**config.mk**
```make
export PLATFORM = sky130hd
export DESIGN_NAME = audio_fifo_dma_req
export DESIGN_NICKNAME = d
export VERILOG_FILES = /design/src/rtl/afd_pkg.sv /design/src/rtl/afd_sticky_flag.sv /design/src/rtl/afd_wmark_cmp.sv /design/src/rtl/afd_dma_gen.sv /design/src/rtl/audio_fifo_dma_req.sv
export SDC_FILE = /design/constraint.sdc
export NUM_CORES = 1
export LEC_CHECK = 0
export BUFFER_PORTS_ARGS = -buffer_cell sky130_fd_sc_hd__buf_2
export CORE_AREA = 2 2 39 41
export CTS_BUF_LIST = sky130_fd_sc_hd__clkbuf_2 sky130_fd_sc_hd__clkbuf_4 sky130_fd_sc_hd__clkbuf_8
export CTS_CLUSTER_DIAMETER = 60
export CTS_CLUSTER_SIZE = 40
export DETAILED_ROUTE_END_ITERATION = 7
export DIE_AREA = 0 0 41 43
export PLACE_DENSITY = 0.86
export SETUP_SLACK_MARGIN = 0.15
export SYNTH_ARGS = -nofsm -noshare
export SYNTH_HDL_FRONTEND = slang
export SYNTH_SLANG_ARGS = --single-unit
```
**constraint.sdc**
```tcl
create_clock -name clk -period 1.2 [get_ports clk]
set_input_delay 0.06 -clock clk [delete_from_list [all_inputs] [get_ports clk]]
set_output_delay 0.06 -clock clk [all_outputs]
set_load 0.05 [all_outputs]
```
**src/rtl/afd_pkg.sv**
```systemverilog
package afd_pkg;
    typedef struct packed {
        logic tx_unf;
        logic rx_ovf;
        logic tx_low;
        logic rx_high;
        logic irq;
        logic tx_req;
        logic rx_req;
    } afd_state_t;
endpackage

```
**src/rtl/afd_sticky_flag.sv**
```systemverilog
module afd_sticky_flag (
    input  logic set_evt,
    input  logic clr_evt,
    input  logic cur,
    output logic nxt
);
    // Set has priority over a simultaneous clear.
    assign nxt = set_evt | (cur & ~clr_evt);
endmodule

```
**src/rtl/afd_wmark_cmp.sv**
```systemverilog
module afd_wmark_cmp #(
    parameter int LVL_W    = 4,
    parameter bit AT_BELOW = 1'b1
) (
    input  logic [LVL_W-1:0] level,
    input  logic [LVL_W-1:0] mark,
    output logic             hit
);
    generate
        if (AT_BELOW) begin : g_low
            assign hit = (level <= mark);
        end else begin : g_high
            assign hit = (level >= mark);
        end
    endgenerate
endmodule

```
**src/rtl/afd_dma_gen.sv**
```systemverilog
module afd_dma_gen #(
    parameter int LVL_W = 4,
    parameter int DEPTH = 8,
    parameter int BURST = 4,
    parameter bit IS_TX = 1'b1
) (
    input  logic [LVL_W-1:0] level,
    input  logic             dma_en,
    input  logic             burst,
    input  logic             halt_en,
    input  logic             core_debug,
    input  logic             flush,
    output logic             req_nxt
);
    localparam logic [LVL_W-1:0] FULL_LVL  = LVL_W'(DEPTH);
    localparam logic [LVL_W-1:0] TX_ROOM   = LVL_W'(DEPTH - BURST + 1);
    localparam logic [LVL_W-1:0] RX_AVAIL  = LVL_W'(BURST - 1);

    logic single_ok;
    logic burst_ok;

    generate
        if (IS_TX) begin : g_tx
            assign single_ok = (level < FULL_LVL);
            assign burst_ok  = (level < TX_ROOM);
        end else begin : g_rx
            assign single_ok = (level != '0);
            assign burst_ok  = (level > RX_AVAIL);
        end
    endgenerate

    assign req_nxt = dma_en & (burst ? burst_ok : single_ok)
                   & ~(halt_en & core_debug) & ~flush;
endmodule

```
**src/rtl/audio_fifo_dma_req.sv**
```systemverilog
module audio_fifo_dma_req #(
    parameter int LVL_W = 4,
    parameter int DEPTH = 8,
    parameter int BURST = 4
) (
    input  logic             clk,
    input  logic             rst_n,
    input  logic [LVL_W-1:0] tx_level,
    input  logic [LVL_W-1:0] rx_level,
    input  logic [LVL_W-1:0] tx_wmark,
    input  logic [LVL_W-1:0] rx_wmark,
    input  logic             tx_underflow_evt,
    input  logic             rx_overflow_evt,
    input  logic             tx_unf_clr,
    input  logic             rx_ovf_clr,
    input  logic [3:0]       irq_en,
    input  logic             tx_dma_en,
    input  logic             rx_dma_en,
    input  logic             tx_burst,
    input  logic             rx_burst,
    input  logic             tx_dbg_halt_en,
    input  logic             rx_dbg_halt_en,
    input  logic             core_debug,
    input  logic             tx_flush,
    input  logic             rx_flush,
    output logic             tx_unf_flag,
    output logic             rx_ovf_flag,
    output logic             tx_low_flag,
    output logic             rx_high_flag,
    output logic             irq,
    output logic             tx_dma_req,
    output logic             rx_dma_req
);
    import afd_pkg::*;

    afd_state_t st_d, st_q;
    logic unf_nxt, ovf_nxt, low_hit, high_hit, tx_req_nxt, rx_req_nxt;

    afd_sticky_flag u_unf (
        .set_evt(tx_underflow_evt), .clr_evt(tx_unf_clr),
        .cur(st_q.tx_unf), .nxt(unf_nxt)
    );
    afd_sticky_flag u_ovf (
        .set_evt(rx_overflow_evt), .clr_evt(rx_ovf_clr),
        .cur(st_q.rx_ovf), .nxt(ovf_nxt)
    );

    afd_wmark_cmp #(.LVL_W(LVL_W), .AT_BELOW(1'b1)) u_low (
        .level(tx_level), .mark(tx_wmark), .hit(low_hit)
    );
    afd_wmark_cmp #(.LVL_W(LVL_W), .AT_BELOW(1'b0)) u_high (
        .level(rx_level), .mark(rx_wmark), .hit(high_hit)
    );

    afd_dma_gen #(.LVL_W(LVL_W), .DEPTH(DEPTH), .BURST(BURST), .IS_TX(1'b1)) u_tx_dma (
        .level(tx_level), .dma_en(tx_dma_en), .burst(tx_burst),
        .halt_en(tx_dbg_halt_en), .core_debug(core_debug),
        .flush(tx_flush), .req_nxt(tx_req_nxt)
    );
    afd_dma_gen #(.LVL_W(LVL_W), .DEPTH(DEPTH), .BURST(BURST), .IS_TX(1'b0)) u_rx_dma (
        .level(rx_level), .dma_en(rx_dma_en), .burst(rx_burst),
        .halt_en(rx_dbg_halt_en), .core_debug(core_debug),
        .flush(rx_flush), .req_nxt(rx_req_nxt)
    );

    always_comb begin
        st_d         = st_q;
        st_d.tx_unf  = unf_nxt;
        st_d.rx_ovf  = ovf_nxt;
        st_d.tx_low  = low_hit;
        st_d.rx_high = high_hit;
        st_d.irq     = |({high_hit, low_hit, ovf_nxt, unf_nxt} & irq_en);
        st_d.tx_req  = tx_req_nxt;
        st_d.rx_req  = rx_req_nxt;
    end

    always_ff @(posedge clk or negedge rst_n) begin
        if (!rst_n) begin
            st_q <= '0;
        end else begin
            st_q <= st_d;
        end
    end

    assign tx_unf_flag  = st_q.tx_unf;
    assign rx_ovf_flag  = st_q.rx_ovf;
    assign tx_low_flag  = st_q.tx_low;
    assign rx_high_flag = st_q.rx_high;
    assign irq          = st_q.irq;
    // Flush takes effect on the request lines in its own cycle.
    assign tx_dma_req   = st_q.tx_req & ~tx_flush;
    assign rx_dma_req   = st_q.rx_req & ~rx_flush;
endmodule

```
# Word level (Yosys, flattened, before mapping)
# Cells that the tools add are included.
op_classes:
  magnitude_cmp: 5
  mux: 2
  bitwise_logic: 21
  reduce_logical: 2
op_table:
  columns: ["operator", "count"]
  rows:
  - ["bitwise AND 1 bit", 12]
  - ["NOT 1 bit", 6]
  - ["bitwise AND 4 bit", 1]
  - [">= comparator 4 bit", 1]
  - ["> comparator 4 x 2 -> 1 bit (second input constant)", 1]
  - ["less-or-equal comparator 4 bit", 1]
  - ["< comparator 4 x 3 -> 1 bit (second input constant)", 1]
  - ["< comparator 4 bit (second input constant)", 1]
  - ["nonzero test 4 bit", 1]
  - ["OR reduction 4 bit", 1]
  - ["2-to-1 mux 1 bit", 2]
  - ["bitwise OR 1 bit", 2]
word_totals:
  reg_bits: 7
  inputBits: 35

# Logic depth before layout (Yosys ltp)
# Gate-level depths: netlist (run 1).
depth:
  depth_word: 5
  depth_mapped: 6
  ltp_nobuf: 6

# By module
# Synthesis (run 1) repeated with hierarchy kept, for this count alone.
unflattened:
  hier_cells: 50
  hier_area_um2: 486.7
by_module_without_submodules:
  columns: ["mod", "instances", "cells_per_inst", "area_per_inst_um2", "seq_area_each_um2"]
  rows:
  - ["audio_fifo_dma_req", 1, 12, 206.4, 175.2]
  - ["afd_wmark_cmp", 2, 13, 100.1, 0.0]
  - ["afd_dma_gen (u_rx_dma)", 1, 4, 32.5, 0.0]
  - ["afd_dma_gen (u_tx_dma)", 1, 4, 25.0, 0.0]
  - ["afd_sticky_flag", 2, 2, 11.3, 0.0]

# Worst setup path after synthesis (run 1)
# No wires, ideal clock.
synth_path:
  path_kind: "reg-to-reg"
  start: "reg st_q, in the netlist rx_ovf_flag"
  end: "reg st_q, in the netlist irq"
  setup_ns: 0.126
  arrival_ns: 1.230
  required_time_ns: 1.074
  path_slack_ns: -0.156
  stages_incl_launch_ff: 4
  n_path_buf: 0
  period_less_slack_ns: 1.356
  cell_sequence: "dfrtp_1 a21o_1 a22o_1 a221o_1"
synth_rtl:
  columns: ["item", "line", "source"]
  rows:
  - ["from (decl)", "audio_fifo_dma_req.sv:36", "afd_state_t st_d, st_q;"]
  - ["from (signal assigned)", "audio_fifo_dma_req.sv:81", "st_q <= st_d;"]

==> metrics.txt, run 1 <==
clock-pin slew on the worst setup and hold paths=0.05 ns; P_leak=0.450 nW; Seq/Total Area, Yosys=38.0%; crit start category=flip-flop; WP data arrival=1.26 ns; syn nets=93; Met2 Routed Length=699 um; CP required=1.33 ns; clock skew=0.000157 ns; Clock Tree Root=clkbuf_4; Antenna diodes=0; antenna violations before repair=0; MaxCap Viol Count=0; Total Nets Final=144; post-detailed-route count of antenna-violating nets=0; DIE AREA=1760 um2; Routed WL=1260 um; number of clock sinks=7; DRT iter0 DRCs=4; wire per inst=10.9 um; Synth Register Bits=7; run status=finished, final reports clean; uppermost layer routed=met4; syn avg cell area=9.21 um2; Initial Utilization=33.3%; vias per cell=4.75; Post-Syn Instances=50; Synth area leaders=dfrtp_1 38%, ha_1 22%, inv_1 9.0%, a21oi_1 3.3%, a21o_1 3.3%; DRT Pass-1 Iters=3; DR WL met3=98 um; final setup vio count=0; total CTS buffers=3; combinational fraction of design power=33.2%; length of routed wiring on met1=392 um; die width=41 um; Least-Margin Pin Slew=0.302 ns; CTS tree=built; GRT Util Overall=16.2%; critical path class=reg2reg; Hold Vio Cnt, Final=0; die height=43 um; f_max=884 MHz; synth unique cells=19; layout cells sized above 1=49.0%; Cell Area, Synth=460 um2; Yosys top cell by area=dfrtp_1; RSZ-0062 raised after global routing=true; num rows=14; fill count=128; vias in the first global route=539; TNS Setup=0 ns; Syn-to-layout area delta=69.3%; commonest cells after routing, fill and taps aside=39 x buf_2, 11 x inv_1, 8 x ha_1; Tot Pwr=0.753 mW; Slew HR=79.8%; switching part of the total=32.1%; yosys warns=0; IO buf count=41; # IOs=42; first-pass GRT wire length=1900 um; Pwr per Cell Area=967 nW/um2; hold crit path type=in2reg; CTS Buffer Depth=2; maximum fanout along the worst path=2; Final GP Congestion=0.631; Yosys top cell area share=38.0%; fin crit share=94.2%; peak supply drop=0.000387 V; DRC Markers=0; NetSw=0.242 mW; Tmin final=1.13 ns; Final Max Tran Viols=0; H-tree depth=1; CP endpoint kind=flip-flop; internal power=0.512 mW; most common cell after layout, fill and taps aside=buf_2; Clock power frac=32.0%; power share of the sequential group=34.8%; Core ar.=1380 um2; via count=551; total grt overflow=0; Final HPWL DP=939 um; worst-skew pair later-pin latency=0.25 ns; largest net degree at the start of global routing=8
## cells in the mapped netlist
library cell,n
inv_1,11
ha_1,8
dfrtp_1,7
a21oi_1,3
nor2_1,3
a21o_1,2
nand2_1,2
nor2b_1,2
o211ai_1,2
a2111oi_0,1
a211oi_1,1
a221o_1,1
a22o_1,1
nand2b_1,1
nand3_1,1
nand4_1,1
nor3_1,1
o21ai_0,1
o21ai_1,1
## sequential cells by signal (all words and copies together), names as in the netlist
signal and count:
irq 1, rx_high_flag 1, rx_ovf_flag 1, st_q 2, tx_low_flag 1, tx_unf_flag 1
## per-layer routing
layer  GRT usage (%)  vias to the layer above
met4            14.0                        0
li1                -                      272
met2            28.7                       29
met3            1.57                        7
met5               0                        -
met1            14.6                      243
## power by group through the flow
| stage | logic (mW) | registers, mW | clock network (mW) |
|---|---|---|---|
| floorplan | 0.0737 | 0.332 | 0 |
| global placement | 0.229 | 0.266 | 0 |
| detailed placement | 0.235 | 0.267 | 0 |
| CTS | 0.248 | 0.263 | 0.244 |
| global route | 0.275 | 0.264 | 0.267 |
| finish | 0.250 | 0.262 | 0.241 |
## final timing paths
| kind | startpoint | end | slack (ns) | cells after the start |
|---|---|---|---|---|
| min in group asynchronous | rst_n | rx_high_flag | 0.16 | 2 |
| min | tx_underflow_evt | tx_unf_flag | 0.01 | 2 |
| max | rx_ovf_flag | irq | 0.07 | 3 |
| max in group asynchronous | rst_n | rx_ovf_flag | 0.86 | 2 |
| max reg2reg | rx_ovf_flag | irq | 0.07 | 3 |
| min reg2reg | tx_unf_flag | tx_unf_flag | 0.50 | 1 |
## through the flow
step / instances / cell area [um2] / util (%) / setup slack, ns / hold WS, ns
floorplan: 50 / 468 / - / -0.0714 / -0.236
global placement: 107 / 693 / 50.1 / -0.0536 / -0.101
detailed placement: 107 / 693 / 50.1 / -0.0885 / -0.100
CTS: 116 / 773 / 55.9 / 0.0654 / 0.00778
global route: 116 / 779 / 56.3 / 0.0356 / 0.0282
finish: 116 / 779 / 56.3 / 0.0693 / 0.0103
## cell families (layout without fill, tap and decap cells)
logic type,after synthesis,in the layout,share of synthesized area (%)
AO/OA/AOI/OAI,13,13,19.6
adder cells (fa/ha/maj),8,8,21.7
buffers and inverters,11,61,8.97
AND/OR/NAND/NOR,11,11,11.7
flip-flops,7,7,38.0
## timing repair
action	4_1_cts	5_1_grt
pin swaps	1	0
gates resized for setup	0	5
setup buffers	0	0
endpoints found under the setup margin	1	4
endpoints found under the hold margin	9	0
hold buffers	5	0
## layout make-up
class / count / area, um2 / area share, %
clock buffers: 4 / 30.0 / 3.85
inverters: 11 / 41.3 / 5.30
multi-input cells: 32 / 250 / 32.1
flip-flops and latches: 7 / 178 / 22.8
well taps: 16 / 20.0 / 2.57
repair buffers: 46 / 260 / 33.4
## worst max-delay path: stages (launching register included)
cell and delay [ns]:
dfrtp_2 0.39, a21o_1 0.17, a22o_1 0.21, a221o_1 0.25
Power figures use the tool's default switching activity.
==> run 2: changes to the inputs <==
--- a/config.mk
+++ b/config.mk
@@ -13,7 +13,7 @@
 export DETAILED_ROUTE_END_ITERATION = 7
 export DIE_AREA = 0 0 41 43
 export PLACE_DENSITY = 0.86
-export SETUP_SLACK_MARGIN = 0.15
+export SETUP_SLACK_MARGIN = 0.5
 export SYNTH_ARGS = -nofsm -noshare
 export SYNTH_HDL_FRONTEND = slang
 export SYNTH_SLANG_ARGS = --single-unit
==> metrics.txt, run 2 (same netlist as run 1, synthesis figures left out) <==
run status=finished, final reports clean; GRT Util Overall=16.3% (+0.082 points); Hold Vio Cnt, Final=0 (unchanged); vias in the first global route=542 (+0.56%); reg2reg start=rx_ovf_flag; critical path class=reg2reg; Final Max Tran Viols=0 (unchanged); Routed WL=1230 um (-2.0%); crit start category=flip-flop; largest net degree at the start of global routing=8 (unchanged); slowest stage delay, CP=0.40 ns (about the same); Least-Margin Pin Slew=0.269 ns (-0.0328 ns); placed cell area=774 um2 (+12%); Final HPWL DP=1060 um (+13%); total CTS buffers=3 (unchanged); fin crit share=96.2% (+2.0 points); WP data arrival=1.28 ns (+0.02 ns); Pwr per Cell Area=906 nW/um2 (-6.3%); crit path capture=irq; commonest cells after routing, fill and taps aside=34 x buf_2, 8 x inv_1; final hold slack=0.00146 ns (-0.00880 ns); largest reg by FF count=st_q; die width=41 um (unchanged); layout cells sized above 1=61.2% (+12 points); first-pass GRT wire length=1930 um (+1.8%); hold_buf cts=2 (-3); total grt overflow=0 (unchanged); IO buf count=41 (unchanged); Final GP Congestion=0.640 (+1.4%); vias per cell=4.67 (-1.8%); final setup vio count=0 (unchanged); maximum fanout along the worst path=2 (unchanged); P_leak=0.465 nW (+3.5%); max reg flops=2 (unchanged); num rows=14 (unchanged); reg-to-reg critical path endpoint=irq; via count=532 (-3.4%); Antenna diodes=0 (unchanged); Clock Tree Root=clkbuf_4; worst-skew pair later-pin latency=0.24 ns (about the same); DRC Markers=0 (unchanged); DRT iter0 DRCs=0 (-4); post-route cell area=882 um2 (+13%); reg2reg path depth=3 (unchanged); antenna violations before repair=0 (unchanged); placed insts=107 (unchanged); die height=43 um (unchanged); Worst Setup SP=rx_ovf_flag; CTS Buffer Depth=2 (unchanged); # IOs=42 (unchanged); number of clock sinks=7 (unchanged); Initial Utilization=33.3% (unchanged); CP required=1.32 ns (about the same); RSZ-0062 raised after global routing=true; critical path's slowest cell=dfrtp_2; CP endpoint kind=flip-flop; hold crit path type=in2reg; CP Cell Sequence=a21o_1, a22o_1, a221o_1; most common cell after layout, fill and taps aside=buf_2; Tmin final=1.15 ns (+0.0241 ns); Total Nets Final=142 (-1.4%); MaxCap Viol Count=0 (unchanged); CTS tree=built; DIE AREA=1760 um2 (unchanged); Slew HR=82.0% (+2.2 points); H-tree depth=1 (unchanged); clock skew=0.000101 ns (-0.0000567 ns); R2R setup slack=0.05 ns (-0.02 ns); Syn-to-layout area delta=91.6%; DRT Pass-1 Iters=1 (-2); f_max=866 MHz (-2.1%); wire per inst=10.8 um (-0.27%); clock-pin slew on the worst setup and hold paths=0.05 ns (about the same); post-route insts no fill=114 (-1.7%); peak supply drop=0.000403 V (+4.3%); post-detailed-route count of antenna-violating nets=0 (unchanged); Core ar.=1380 um2 (unchanged)
run 2: through the flow:
step	utilization [%]	setup slack [ns]	power, mW	TNS, ns
after floorplan	-	-0.0714	0.433	-0.0714
after global placement	56.0	-0.0624	0.530	-0.0624
after detailed placement	56.0	-0.0724	0.540	-0.0724
after CTS	62.3	0.0682	0.801	0
after global routing	63.7	0.00984	0.856	0
final	63.7	0.0452	0.799	0
run 2: final cells by class:
cell class	instances	area, um2
clock buffer	4	30.0
fill	114	502
inverter	11	58.8
multi-input combinational	32	319
sequential	7	178
tap	16	20.0
timing repair buffer	44	277
run 2: per-layer routing:
metal  track usage, %  vias to the layer above  wire length, um
li1                 -                      269                -
met1             15.5                      241              396
met4             8.00                        0                0
met3             1.57                        0               62
met2             30.9                       22              775
met5                0                        -                0
run 2: report_power, final:
group | switching [mW] | internal (mW)
clock | 0.0776 | 0.149
combinational | 0.162 | 0.143
sequential | 0.00972 | 0.258
run 2: worst max-delay path, delay by kind of cell, from the launching register on:
kind	cells	cell delay [ns]
AOI/OAI and AO/OA	3	0.64
DFF	1	0.40
run 2: how the worst min path moves through the flow:
stage / end / start / depth (start not counted)
2_1_floorplan: irq / rst_n / 0
3_3_place_gp: rx_high_flag / rst_n / 1
3_5_place_dp: rx_high_flag / rst_n / 1
4_1_cts: st_q[1] / core_debug / 2
5_1_grt: st_q[0] / rx_dbg_halt_en / 2
6_report: st_q[0] / rx_dbg_halt_en / 2
run 2: repair_timing:
item | CTS | global route
endpoints found under the hold margin | 8 | 1
endpoints found under the setup margin | 8 | 11
buffers inserted | 0 | 1
gates resized for setup | 12 | 4
pin swaps | 1 | 0
